`src/rtl/uart_bt_pkg.sv`:
```
`timescale 1ns/1ps
package uart_bt_pkg;

    localparam int DIV_W      = 16;
    localparam int CNT_W      = 8;
    localparam int FRAME_BITS = 10;

    localparam logic [2:0] MODE_X16  = 3'd0;
    localparam logic [2:0] MODE_X4   = 3'd2;
    localparam logic [2:0] MODE_PROG = 3'd3;

    localparam int LEN_X16 = 16;
    localparam int LEN_X4  = 4;
    localparam int SP_X16  = 7;
    localparam int SP_X4   = 1;

    typedef struct packed {
        logic [DIV_W-1:0]      divisor;
        logic [2:0]            mode;
        logic [CNT_W-1:0]      samp_cnt;
        logic [CNT_W-1:0]      samp_pt;
        logic [FRAME_BITS-1:0] stretch;
    } bt_cfg_t;

endpackage

```
`src/rtl/bt_regs.sv`:
```
`timescale 1ns/1ps
module bt_regs
    import uart_bt_pkg::*;
#(
    parameter int ADDR_W = 3,
    parameter int DATA_W = 8
) (
    input  logic              clk,
    input  logic              rst_n,
    input  logic              wr_en,
    input  logic [ADDR_W-1:0] wr_addr,
    input  logic [DATA_W-1:0] wr_data,
    output bt_cfg_t           cfg
);

    typedef struct packed {
        logic    latch_open;
        bt_cfg_t cfg;
    } regs_t;

    regs_t r_d, r_q;

    always_comb begin
        r_d = r_q;
        if (wr_en) begin
            case (wr_addr)
                3'd0: if (r_q.latch_open) r_d.cfg.divisor[7:0]  = wr_data;
                3'd1: if (r_q.latch_open) r_d.cfg.divisor[15:8] = wr_data;
                3'd2: r_d.latch_open    = wr_data[7];
                3'd3: r_d.cfg.mode      = wr_data[2:0];
                3'd4: r_d.cfg.samp_cnt  = wr_data;
                3'd5: r_d.cfg.samp_pt   = wr_data;
                3'd6: r_d.cfg.stretch[7:0] = wr_data;
                default: r_d.cfg.stretch[FRAME_BITS-1:8] = wr_data[FRAME_BITS-9:0];
            endcase
        end
    end

    always_ff @(posedge clk or negedge rst_n) begin
        if (!rst_n) begin
            r_q.latch_open   <= 1'b0;
            r_q.cfg.divisor  <= DIV_W'(1);
            r_q.cfg.mode     <= MODE_X16;
            r_q.cfg.samp_cnt <= CNT_W'(LEN_X16 - 1);
            r_q.cfg.samp_pt  <= CNT_W'(SP_X16);
            r_q.cfg.stretch  <= '0;
        end else begin
            r_q <= r_d;
        end
    end

    assign cfg = r_q.cfg;

    // divisor bytes are guarded by the latch-access bit
    a_r6_div_guarded: assert property (@(posedge clk) disable iff (!rst_n)
        (wr_en && (wr_addr == 3'd0 || wr_addr == 3'd1) && !r_q.latch_open)
            |=> $stable(r_q.cfg.divisor));

endmodule

```
`src/rtl/bt_prescale.sv`:
```
`timescale 1ns/1ps
module bt_prescale
    import uart_bt_pkg::*;
#(
    parameter int W = DIV_W
) (
    input  logic         clk,
    input  logic         rst_n,
    input  logic         run,
    input  logic         restart,
    input  logic [W-1:0] divisor,
    output logic         tick
);

    typedef struct packed {
        logic [W-1:0] cnt;
    } pre_t;

    pre_t p_d, p_q;
    logic [W-1:0] div_eff;

    always_comb begin
        div_eff = (divisor == '0) ? W'(1) : divisor;
        tick    = run && !restart && (p_q.cnt >= div_eff - W'(1));
        p_d     = p_q;
        if (restart)
            p_d.cnt = '0;
        else if (run)
            p_d.cnt = tick ? '0 : p_q.cnt + W'(1);
    end

    always_ff @(posedge clk or negedge rst_n) begin
        if (!rst_n) p_q <= '0;
        else        p_q <= p_d;
    end

    // a restart always leaves the prescaler at zero
    a_r10_pre_cleared: assert property (@(posedge clk) disable iff (!rst_n)
        restart |=> (p_q.cnt == '0));

    // after a tick the prescaler starts its next period from zero
    a_r7_tick_wraps: assert property (@(posedge clk) disable iff (!rst_n)
        tick |=> (p_q.cnt == '0));

endmodule

```
`src/rtl/bt_frame.sv`:
```
`timescale 1ns/1ps
module bt_frame
    import uart_bt_pkg::*;
#(
    parameter int CW     = CNT_W,
    parameter int NBITS  = FRAME_BITS,
    parameter int IDX_W  = $clog2(NBITS + 1)
) (
    input  logic             clk,
    input  logic             rst_n,
    input  logic             frame_start,
    input  logic             tick,
    input  logic [2:0]       mode,
    input  logic [CW-1:0]    samp_cnt,
    input  logic [CW-1:0]    samp_pt,
    input  logic [NBITS-1:0] stretch,
    output logic             busy,
    output logic             bit_stb,
    output logic             sample_stb,
    output logic [IDX_W-1:0] bit_idx
);

    localparam int TK_W = CW + 1;

    typedef struct packed {
        logic             busy;
        logic [TK_W-1:0]  tk;
        logic [IDX_W-1:0] idx;
        logic             bit_stb;
        logic             smp_stb;
    } frm_t;

    frm_t f_d, f_q;
    logic [TK_W-1:0] last_tk;
    logic [TK_W-1:0] samp_tk;
    logic            stretch_bit;

    always_comb begin
        stretch_bit = (f_q.idx < IDX_W'(NBITS)) ? stretch[f_q.idx] : 1'b0;
        case (mode)
            MODE_X4: begin
                last_tk = TK_W'(LEN_X4 - 1);
                samp_tk = TK_W'(SP_X4);
            end
            MODE_PROG: begin
                last_tk = {1'b0, samp_cnt} + {{CW{1'b0}}, stretch_bit};
                samp_tk = {1'b0, samp_pt};
            end
            default: begin
                last_tk = TK_W'(LEN_X16 - 1);
                samp_tk = TK_W'(SP_X16);
            end
        endcase

        f_d         = f_q;
        f_d.bit_stb = 1'b0;
        f_d.smp_stb = 1'b0;
        if (frame_start) begin
            f_d.busy = 1'b1;
            f_d.tk   = '0;
            f_d.idx  = '0;
        end else if (f_q.busy && tick) begin
            f_d.smp_stb = (f_q.tk == samp_tk);
            if (f_q.tk >= last_tk) begin
                f_d.tk      = '0;
                f_d.bit_stb = 1'b1;
                if (f_q.idx >= IDX_W'(NBITS - 1)) begin
                    f_d.busy = 1'b0;
                    f_d.idx  = '0;
                end else begin
                    f_d.idx = f_q.idx + IDX_W'(1);
                end
            end else begin
                f_d.tk = f_q.tk + TK_W'(1);
            end
        end
    end

    always_ff @(posedge clk or negedge rst_n) begin
        if (!rst_n) f_q <= '0;
        else        f_q <= f_d;
    end

    assign busy       = f_q.busy;
    assign bit_stb    = f_q.bit_stb;
    assign sample_stb = f_q.smp_stb;
    assign bit_idx    = f_q.idx;

    // the bit index never leaves the frame
    a_r11_idx_range: assert property (@(posedge clk) disable iff (!rst_n)
        f_q.idx < IDX_W'(NBITS));

    // strobes only follow a prescaler tick
    a_r11_bit_on_tick: assert property (@(posedge clk) disable iff (!rst_n)
        f_q.bit_stb |-> $past(tick));
    a_r4_smp_on_tick: assert property (@(posedge clk) disable iff (!rst_n)
        f_q.smp_stb |-> $past(tick));

    // inside a frame every bit strobe advances the index by one
    a_r11_advance: assert property (@(posedge clk) disable iff (!rst_n)
        (f_q.bit_stb && f_q.busy) |-> (f_q.idx == $past(f_q.idx) + IDX_W'(1)));

    // no strobes while the generator stays idle
    a_r11_idle_quiet: assert property (@(posedge clk) disable iff (!rst_n)
        (!f_q.busy && !$past(f_q.busy)) |-> (!f_q.bit_stb && !f_q.smp_stb));

    // frame start restarts the frame with clean outputs
    a_r10_restart: assert property (@(posedge clk) disable iff (!rst_n)
        frame_start |=> (f_q.busy && f_q.idx == '0 && !f_q.bit_stb && !f_q.smp_stb));

endmodule

```
`src/rtl/uart_bit_timer.sv`:
```
`timescale 1ns/1ps
module uart_bit_timer
    import uart_bt_pkg::*;
#(
    parameter int ADDR_W = 3,
    parameter int DATA_W = 8,
    parameter int IDX_W  = $clog2(FRAME_BITS + 1)
) (
    input  logic              clk,
    input  logic              rst_n,
    input  logic              wr_en,
    input  logic [ADDR_W-1:0] wr_addr,
    input  logic [DATA_W-1:0] wr_data,
    input  logic              frame_start,
    output logic              sample_stb,
    output logic              bit_stb,
    output logic [IDX_W-1:0]  bit_idx,
    output logic              idle
);

    bt_cfg_t cfg;
    logic    tick;
    logic    busy;

    bt_regs #(.ADDR_W(ADDR_W), .DATA_W(DATA_W)) u_regs (
        .clk     (clk),
        .rst_n   (rst_n),
        .wr_en   (wr_en),
        .wr_addr (wr_addr),
        .wr_data (wr_data),
        .cfg     (cfg)
    );

    bt_prescale #(.W(DIV_W)) u_pre (
        .clk     (clk),
        .rst_n   (rst_n),
        .run     (busy),
        .restart (frame_start),
        .divisor (cfg.divisor),
        .tick    (tick)
    );

    bt_frame #(.CW(CNT_W), .NBITS(FRAME_BITS), .IDX_W(IDX_W)) u_frm (
        .clk         (clk),
        .rst_n       (rst_n),
        .frame_start (frame_start),
        .tick        (tick),
        .mode        (cfg.mode),
        .samp_cnt    (cfg.samp_cnt),
        .samp_pt     (cfg.samp_pt),
        .stretch     (cfg.stretch),
        .busy        (busy),
        .bit_stb     (bit_stb),
        .sample_stb  (sample_stb),
        .bit_idx     (bit_idx)
    );

    assign idle = !busy;

endmodule

```
`config.mk`:
```
export PLATFORM = sky130hd
export DESIGN_NAME = uart_bit_timer
export DESIGN_NICKNAME = d
export VERILOG_FILES = /design/src/rtl/uart_bt_pkg.sv /design/src/rtl/bt_regs.sv /design/src/rtl/bt_prescale.sv /design/src/rtl/bt_frame.sv /design/src/rtl/uart_bit_timer.sv
export SDC_FILE = /design/constraint.sdc
export NUM_CORES = 1
export LEC_CHECK = 0
export BUFFER_PORTS_ARGS = -buffer_cell sky130_fd_sc_hd__buf_2
export CAP_MARGIN = 20
export CELL_PAD_IN_SITES_DETAIL_PLACEMENT = 2
export CELL_PAD_IN_SITES_GLOBAL_PLACEMENT = 2
export CORE_MARGIN = 8
export CORE_UTILIZATION = 46
export CTS_BUF_LIST = sky130_fd_sc_hd__clkbuf_4 sky130_fd_sc_hd__clkbuf_8
export CTS_CLUSTER_SIZE = 14
export DETAILED_ROUTE_END_ITERATION = 10
export GPL_TIMING_DRIVEN = 0
export PLACE_DENSITY = 0.95
export SYNTH_ARGS = -nofsm -noshare
export SYNTH_HDL_FRONTEND = slang
export SYNTH_SLANG_ARGS = --single-unit
```
`constraint.sdc`:
```
create_clock -name clk -period 11.6 [get_ports clk]
set_clock_uncertainty 0.2 [all_clocks]
set_input_delay 2.32 -clock clk [delete_from_list [all_inputs] [get_ports clk]]
set_output_delay 2.32 -clock clk [all_outputs]
set_load 0.05 [all_outputs]
```
==> flow_summary.ini, run 1 <==
[outcome]
status = finished clean

[sta]
whs_ns = 0.320
tns_ns = 0
period_share_pct = 45.1
setup_viol = 0
hold_viol_final = 0
slew_viol_final = 0
grt_setup_unrepaired = no
fmax_mhz = 191
slew_headroom_pct = 49.3
layout_setup_ws_ns = 6.37
tightest_slew_ns = 0.752
final.min_clock_period_ns = 5.23

[clock_network]
cts_buffers = 9
clkLatencyLatePin_ns = 0.38
cts_sinks = 78
post_cts_resized = 0
htreeDepth = 3
cts_tree = yes
postCtsSetupBuffers = 0
cts-root-buf = clkbuf_8
cts_buffer_depth = 2
clkTransAtPathRegs_ns = 0.08
ctsHoldBuffers = 0

[floorplanning]
coreArea_sq_um = 10100
pin_count = 22
die_area_sq_um = 13700
die_h_microns = 117
die_w_microns = 117
initial_utilization_pct = 46.3
rows = 37

[synthesis]
synth_top_area_share_pct = 37.3
synthesis.area_sq_um = 4700
synth_cells = 451
synth.most_common_cell = dfrtp_1
seq_area_frac_synth_pct = 41.8
synth_commonest_cells = dfrtp_1, mux2_2, nor2_1, ha_1, nand2_1
yosysWarnings = 0
async_reset_ff_share_pct = 100
synth_top_area_cell = dfrtp_1
syn_avg_cell_area_sq_um = 10.4
synth_cell_type_count = 62
ys_top_cells_by_area = dfrtp_1, mux2_2, ha_1, dfstp_2, xnor2_1
ys.flop_type = dfrtp_1
ys_seq_elements = 78
synth_edf_count = 0
synth_nets = 499

[worst_hold_path]
hold_class = reg -> reg
min_to = u_regs.cfg[8]$_DFFE_PN0P_
hold_path_startpoint = u_regs.cfg[8]$_DFFE_PN0P_
holdPathStages = 1

[pwr]
finalPower_uw = 840
p_per_area_nw_per_um2 = 162
leakagePower_uw = 0.00225
vdd_drop_max_v = 0.0000960

[route]
viasPerCell = 6.51
vias = 4054
postRouteAntennaNets = 0
routedWlPerCell_microns = 30.2
first_iter_violations = 292
drc = 0
drt-total-wl_microns = 18800
dr.pass1.iters = 5

[place]
io_buffers = 19
dp.cells = 607
preCtsSetupSlack_ns = 6.71
dp_hpwl_microns = 11500
gp_congestion = 0.809

[final_layout]
fillers = 1008
diodes = 0
finalNetCount = 530
drive_gt1_share_pct = 23.0
finalNonFillerCells = 623
syn2layout_area_growth_pct = 10.2

[critical_path]
rrSetupSlack_ns = 6.37
r2r-end = u_frm.f_q[6]$_DFFE_PN0P_
cp_slowest_cell = mux4_2
crit_chain = clkbuf_1, mux4_2, nand3_1, o21ai_0, ha_1, ha_1, xor2_1, a21oi_1, ha_1, a21o_1, a31oi_1, o21ai_0, a21oi_1, buf_2, buf_2, nand3_1, o21ai_1
r2r_start = u_frm.bit_idx[0]$_DFFE_PN0P_
start_kind = flip-flop
worst_setup_path_end_kind = flip-flop
worstPathArrival_ns = 5.29
cpLargestDelayFamily = compound AO/OA/AOI/OAI gates
crit_start = u_frm.bit_idx[0]$_DFFE_PN0P_
path_buf_inv = 3
critical_path.max_fanout = 10
worstSetupPathType = reg -> reg
cp_data_required_time_ns = 11.67
cpMostUsedCell = ha_1
r2r_cells = 17
critPathMaxStageDelay_ns = 0.59

[grt]
grt_pass1_vias = 4695
grt_pass1_wl_microns = 29400
grt_use_total_pct = 29.4
grt_max_degree = 56
globalRoute.totalOverflow = 0
antenna_found_initial = 0

[flow_run]
cap_violations = 0
==> worst register-to-register path: cells and delay by family, from the launching register on <==
| family | cells | cell delay (ns) |
|---|---|---|
| DFF | 1 | 0.41 |
| buffers and inverters | 3 | 1.13 |
| AOI/OAI and AO/OA | 7 | 1.53 |
| adders and majority gates | 3 | 0.82 |
| and+or+nand+nor | 2 | 0.29 |
| muxes | 1 | 0.59 |
| xor gates and xnor gates | 1 | 0.18 |
==> sequential cells by signal (all words and copies together) (netlist names) <==
name,cells
u_regs.cfg,45
u_frm.busy,1
u_frm.bit_idx,4
u_pre.p_q,16
u_frm.sample_stb,1
u_regs.r_q,1
u_frm.bit_stb,1
u_frm.f_q,9
==> cell type report <==
type | count | area (sq um) | area share, %
clock inverters | 5 | 33.8 | 0.652
flip-flops and latches | 78 | 1960 | 37.9
plain buffers | 16 | 90.1 | 1.74
multi-input cells | 339 | 2580 | 49.8
clock buffers | 11 | 151 | 2.92
inverters | 18 | 67.6 | 1.30
well taps | 136 | 170 | 3.29
repair buffers | 20 | 125 | 2.42
==> layer usage <==
metal,routed length [microns],GRT usage (%),vias up,share of wire [%]
met2,9540,50.7,164,51
met5,0,0,-,0
met4,1040,17.5,0,5.5
li1,-,-,1702,-
met3,798,5.18,82,4.2
met1,7470,33.7,2106,40
==> metrics by stage <==
step                      util, %  cell area, sq um
after detailed placement     49.3              4990
after floorplan                 -              4700
final                        51.1              5180
after CTS                    51.1              5180
after global routing         51.1              5180
after global placement       49.0              4960
==> power breakdown <==
| group | total, uW | switching (uW) | internal (uW) |
|---|---|---|---|
| Sequential | 381 | 61.8 | 320 |
| Clock | 211 | 121 | 89.3 |
| Combinational | 248 | 144 | 104 |
| Total | 840 | 327 | 513 |
==> kinds of logic (layout without fill, tap and decap cells) <==
| logic type | after synthesis | in the layout | synth area share [%] |
|---|---|---|---|
| AO/OA/AOI/OAI | 76 | 76 | 11.0 |
| adder cells (fa/ha/maj) | 33 | 33 | 8.79 |
| buffers and inverters | 34 | 70 | 3.36 |
| multiplexers | 50 | 50 | 12.2 |
| AND/OR/NAND/NOR | 147 | 147 | 16.8 |
| flip-flops | 78 | 78 | 41.8 |
| XOR/XNOR | 33 | 33 | 6.15 |
==> cells in the final DEF (no fill, tap or decap), types with 17 or more instances in the layout <==
cell	count
a21oi_1	17
buf_2	24
dfrtp_1	70
ha_1	33
inv_1	18
mux2_2	47
nand2_1	31
nand3_1	18
nor2_1	37
o21ai_0	18
xnor2_1	19
==> worst max-delay path by stage <==
stage,end,slack [ns],cells after the start
final,u_frm.f_q[6]$_DFFE_PN0P_,6.37,17
after global routing,u_frm.f_q[8]$_DFFE_PN0P_,6.16,17
after CTS,u_frm.bit_idx[0]$_DFFE_PN0P_,6.49,15
after detailed placement,u_frm.f_q[12]$_DFFE_PN0P_,6.71,17
after global placement,u_frm.f_q[12]$_DFFE_PN0P_,7.02,17
after floorplan,u_pre.p_q[15]$_DFFE_PN0P_,7.82,7
(Power assumes the default switching activity.)
==> run 2: changes to the inputs <==
--- a/config.mk
+++ b/config.mk
@@ -10,12 +10,12 @@
 export CELL_PAD_IN_SITES_DETAIL_PLACEMENT = 2
 export CELL_PAD_IN_SITES_GLOBAL_PLACEMENT = 2
 export CORE_MARGIN = 8
-export CORE_UTILIZATION = 46
+export CORE_UTILIZATION = 38
 export CTS_BUF_LIST = sky130_fd_sc_hd__clkbuf_4 sky130_fd_sc_hd__clkbuf_8
 export CTS_CLUSTER_SIZE = 14
 export DETAILED_ROUTE_END_ITERATION = 10
 export GPL_TIMING_DRIVEN = 0
-export PLACE_DENSITY = 0.95
+export PLACE_DENSITY = 0.86
 export SYNTH_ARGS = -nofsm -noshare
 export SYNTH_HDL_FRONTEND = slang
 export SYNTH_SLANG_ARGS = --single-unit
==> constraint.sdc (replaced) <==
create_clock -name clk -period 4.4 [get_ports clk]
set_clock_uncertainty 0.2 [all_clocks]
set_input_delay 0.88 -clock clk [delete_from_list [all_inputs] [get_ports clk]]
set_output_delay 0.88 -clock clk [all_outputs]
set_load 0.05 [all_outputs]
==> run 2 against run 1 <==
Sequential share of layout area down 1.4 points. Sequential power grew to 2.6 times the previous value. Worst hold slack worse by 0.073 ns. Clock-buffer cell count down 2. Non-clock buffer count rose by 5. Global-route usage decreased by 11 points. Combinational power up 140%. Critical endpoint is now u_frm.bit_idx[3]$_DFFE_PN0P_.
==> flow_summary.ini, run 2 (synthesis results as in run 1) <==
[pwr]
power_switching_uw = 768
switching_share_pct = 33.8
leakagePower_uw = 0.00232
p_clk_share_pct = 29.9
intPower_uw = 1500
p_per_area_nw_per_um2 = 421
vdd_drop_max_v = 0.000215
seq_power_share_pct = 43.9
combPwrFrac_pct = 26.2

[grt]
grt_pass1_wl_microns = 23600
grt_pass1_vias = 4337
grt_max_degree = 51
grt_use_total_pct = 18.6
antenna_found_initial = 0
globalRoute.totalOverflow = 0

[critical_path]
cp_data_required_time_ns = 4.47
worst_setup_path_end_kind = flip-flop
crit_chain = nor2_1, nand2_1, nor3_4, a21oi_2, ha_1, nand2_1, or3_4, nor4_1, xnor2_1, ha_1, and4_4, nand4_2, a31oi_4, nor3_4, buf_4, o41a_1, nor3_1
critical_path.max_fanout = 5
cp_slowest_cell = dfstp_2
worstPathArrival_ns = 4.33
critPathMaxStageDelay_ns = 0.59
worstSetupPathType = reg -> reg
start_kind = flip-flop

[clock_network]
cts_tree = yes
clkLatencyLatePin_ns = 0.36
cts-root-buf = clkbuf_8
clkTransAtPathRegs_ns = 0.09
htreeDepth = 3
cts_buffer_depth = 2
cts_buffers = 9
cts_sinks = 78

[flow_run]
cap_violations = 0

[final_layout]
final_common_cell = dfrtp_1
register_area_sq_um = 1960
reg_top3 = u_regs.cfg: 45 flops, u_pre.p_q: 16 flops, u_frm.f_q: 9 flops
multi_input_area_sq_um = 2640
syn2layout_area_growth_pct = 14.7
diodes = 0
fin_util_pct = 44.7
drive_gt1_share_pct = 26.0
fillers = 1251
final_area_sq_um = 5390
finalNonFillerCells = 660
largest_reg_flops = 45
top_register = u_regs.cfg
finalNetCount = 535
layout_common_cells = dfrtp_1, mux2_2, nor2_1

[route]
dr.pass1.iters = 4
postRouteAntennaNets = 0
drt-total-wl_microns = 14600
first_iter_violations = 163
drc = 0
viasPerCell = 5.63
routedWlPerCell_microns = 22.2
vias = 3713

[sta]
tns_ns = 0
final.min_clock_period_ns = 4.26
whs_ns = 0.246
tightest_slew_ns = 0.669
slew_headroom_pct = 55.0
setup_viol = 0
fmax_mhz = 235
hold_viol_final = 0
period_share_pct = 96.8
slew_viol_final = 0

[floorplanning]
die_w_microns = 127
coreArea_sq_um = 12100
initial_utilization_pct = 39.0
die_h_microns = 127
die_area_sq_um = 16200
pin_count = 22
rows = 40

[place]
gp_congestion = 0.799
dp_hpwl_microns = 10400
dpl_cell_area_sq_um = 5030
dp.cells = 639
io_buffers = 19

[worst_hold_path]
hold_class = in -> async

[outcome]
status = finished clean
[run 2: timing repair]
item                                   CTS  global route
hold buffers                             0             0
gates resized for setup                  6            16
setup endpoints to repair               28            30
pin swaps                                2             1
endpoints found under the hold margin    0             0
setup buffers                            3             2
[run 2: power groups by stage]
stage / Combinational, uW / Clock [uW] / Sequential (uW)
after floorplan: 405 / 0 / 936
after global placement: 495 / 0 / 961
after detailed placement: 559 / 0 / 988
after CTS: 580 / 693 / 978
after global routing: 652 / 704 / 1010
final: 595 / 679 / 996
[run 2: area by class of cell]
class / instances / area share (%)
flip-flops and latches: 78 / 36.4
plain buffers: 16 / 1.90
clock buffers: 9 / 2.30
multi-input cells: 339 / 48.9
inverters: 18 / 1.25
clock inverters: 7 / 2.25
repair buffers: 25 / 3.02
well taps: 168 / 3.90
[run 2: worst paths after layout]
| kind | start | end | slack, ns | cells past startpoint |
|---|---|---|---|---|
| hold / removal | rst_n | u_pre.p_q[7]$_DFFE_PN0P_ | 0.25 | 1 |
| setup / recovery | u_regs.cfg[29]$_DFFE_PN1P_ | u_frm.bit_idx[3]$_DFFE_PN0P_ | 0.14 | 17 |
| min in group clk | u_regs.cfg[0]$_DFFE_PN0P_ | u_regs.cfg[0]$_DFFE_PN0P_ | 0.31 | 1 |
| hold reg to reg | u_regs.cfg[0]$_DFFE_PN0P_ | u_regs.cfg[0]$_DFFE_PN0P_ | 0.31 | 1 |
| max in group asynchronous | rst_n | u_regs.cfg[12]$_DFFE_PN1P_ | 3.10 | 2 |
| setup reg to reg | u_regs.cfg[29]$_DFFE_PN1P_ | u_frm.bit_idx[3]$_DFFE_PN0P_ | 0.14 | 17 |
[run 2: stage by stage]
| step | power (uW) | setup slack [ns] |
|---|---|---|
| after CTS | 2250 | 0.0336 |
| after detailed placement | 1550 | -0.455 |
| final | 2270 | 0.139 |
| after floorplan | 1340 | 0.624 |
| after global placement | 1460 | -0.260 |
| after global routing | 2370 | -0.0997 |
[run 2: routing by layer]
metal	routed length, microns	GRT usage (%)	vias to the layer above
met2	7570	33.5	71
met5	0	0	-
met4	525	9.31	0
met3	334	2.33	37
li1	-	-	1711
met1	6190	21.2	1894
[run 2: worst max-delay path: cells and delay by family, from the launching register on]
family / cells / cell delay, ns
AND/OR/NAND/NOR: 10 / 1.78
AO/OA/AOI/OAI: 3 / 0.81
flip-flops: 1 / 0.59
adder cells (fa/ha/maj): 2 / 0.49
buffers and inverters: 1 / 0.19
XOR/XNOR: 1 / 0.12
==> run 3: changes to the inputs <==
==> constraint.sdc (replaced) <==
create_clock -name clk -period 3.6 [get_ports clk]
set_clock_uncertainty 0.2 [all_clocks]
set_input_delay 0.72 -clock clk [delete_from_list [all_inputs] [get_ports clk]]
set_output_delay 0.72 -clock clk [all_outputs]
set_load 0.05 [all_outputs]
==> run 3 against run 2 <==
The flow now finishes with violations (negative setup slack). Setup slack got worse by 0.59 ns. Non-clock buffer count rose by 29. Routed wire length rose by 12%. Cell count rose by 4.4%. Sequential cell count did not move. Combinational power rose by 65%. Sequential share of layout area fell by 2.9 points. Clock-buffer cell count rose by 1. Clock power rose by 13%. Cell area rose by 9.1%. First-iteration DRC count rose by 9.8%. Sequential power rose by 22%. Largest power group unchanged. Highest routed layer unchanged.
==> flow_summary.ini, run 3 (synthesis results as in run 1) <==
[critical_path]
worst_setup_path_end_kind = flip-flop
critical_path.max_fanout = 4
r2r_cells = 16
crit_chain = nor3_4, nand2b_1, nor3_4, a21oi_2, ha_2, nand2_2, or3_4, nor3b_2, xnor2_1, ha_1, and4_4, nand4_4, a31oi_4, o31a_4, or4b_4, a21oi_2
cp.depth = 16
path_buf_inv = 0
cp_data_required_time_ns = 3.72
worstPathArrival_ns = 4.16
start_kind = flip-flop
cpLargestDelayFamily = simple AND/OR/NAND/NOR gates
cp_slowest_cell = dfrtp_1
critPathMaxStageDelay_ns = 0.48
worstSetupPathType = reg -> reg

[clock_network]
cts-root-buf = clkbuf_8
cts_sinks = 78
clkTransAtPathRegs_ns = 0.08
ctsHoldBuffers = 0
htreeDepth = 3
cts_tree = yes
clkLatencyLatePin_ns = 0.39
cts_buffers = 9
cts_buffer_depth = 2

[floorplanning]
coreArea_sq_um = 12100
initial_utilization_pct = 39.0
die_w_microns = 127
pin_count = 22
die_area_sq_um = 16200
die_h_microns = 127
rows = 40

[place]
preCtsSetupSlack_ns = -0.796
dp_hpwl_microns = 9940
io_buffers = 19
gp_congestion = 0.814
dpl_cell_area_sq_um = 5070

[route]
dr.pass1.iters = 4
drc = 0
postRouteAntennaNets = 0
viasPerCell = 5.65
first_iter_violations = 179
drt-total-wl_microns = 16400
routedWlPerCell_microns = 23.8
vias = 3893

[final_layout]
fillers = 1234
finalNetCount = 564
final_area_sq_um = 5880
multi_input_area_sq_um = 2890
syn2layout_area_growth_pct = 25.2
diodes = 0
final_common_cell = dfrtp_1
drive_gt1_share_pct = 39.3
fin_util_pct = 48.8
largest_reg_flops = 45
reg_top3 = u_regs.cfg: 45 flops, u_pre.p_q: 16 flops, u_frm.f_q: 9 flops
top_register = u_regs.cfg
layout_common_cells = dfrtp_1, mux2_2, buf_4
register_area_sq_um = 1970

[sta]
setup_viol = 32
final.min_clock_period_ns = 4.05
tightest_slew_ns = 0.530
slew_viol_final = 0
grt_setup_unrepaired = yes
slew_headroom_pct = 64.5
period_share_pct = 112
hold_viol_final = 0
fmax_mhz = 247
layout_setup_ws_ns = -0.448

[pwr]
leakagePower_uw = 0.00249
vdd_drop_max_v = 0.000226
p_per_area_nw_per_um2 = 505
finalPower_uw = 2970

[worst_hold_path]
hold_class = in -> async

[grt]
grt_pass1_vias = 4465
grt_max_degree = 44
antenna_found_initial = 0
grt_use_total_pct = 20.1
grt_pass1_wl_microns = 25100
globalRoute.totalOverflow = 0

[outcome]
status = finished with violations
failed_checks = negative setup slack

[flow_run]
cap_violations = 0
## run 3: what timing repair did
item	CTS	global route
cloned	1	1
endpoints found under the hold margin	0	0
pin swaps	27	25
endpoints found under the setup margin	32	32
setup buffers	20	12
gates resized for setup	59	31
## run 3: final timing paths
path	from	slack (ns)	to
worst max-delay path	u_regs.cfg[35]$_DFFE_PN0P_	-0.45	u_frm.bit_idx[0]$_DFFE_PN0P_
worst min-delay path	rst_n	0.09	u_pre.p_q[6]$_DFFE_PN0P_
worst max register to register	u_regs.cfg[35]$_DFFE_PN0P_	-0.45	u_frm.bit_idx[0]$_DFFE_PN0P_
worst min register to register	u_regs.cfg[7]$_DFFE_PN0P_	0.32	u_regs.cfg[7]$_DFFE_PN0P_
max in group asynchronous	rst_n	2.44	u_regs.cfg[10]$_DFFE_PN1P_
min in group clk	u_regs.cfg[7]$_DFFE_PN0P_	0.32	u_regs.cfg[7]$_DFFE_PN0P_
## run 3: layout make-up
cell class / count / share of cell area (%)
clock inverters: 6 / 1.60
inverters: 18 / 1.15
well taps: 168 / 3.57
plain buffers: 16 / 2.08
repair buffers: 54 / 6.78
multi-input cells: 339 / 49.1
flip-flops and latches: 78 / 33.5
clock buffers: 10 / 2.23
## run 3: through the flow
step	TNS (ns)	instances	hold slack, ns
4_1_cts	-2.43	676	0.100
6_report	-10.73	689	0.0928
2_1_floorplan	-0.0671	451	0.224
3_5_place_dp	-18.92	639	0.298
3_3_place_gp	-15.10	638	0.281
5_1_grt	-14.99	689	0.0920
## run 3: worst register-to-register path: cells and delay by family (launching register included)
family,cells,cell delay (ns)
DFF,1,0.48
and+or+nand+nor,9,1.77
xor gates and xnor gates,1,0.11
adders and majority gates,2,0.59
AOI/OAI and AO/OA,4,0.82
## run 3: layer usage
layer | global-route usage (%) | share of wire (%)
met5 | 0 | 0
met4 | 6.16 | 2.0
met3 | 4.91 | 2.4
met2 | 38.5 | 56
met1 | 21.1 | 40
## run 3: power by group
group          switching [uW]  internal, uW
Sequential                186          1040
Combinational             513           471
Clock                     363           404
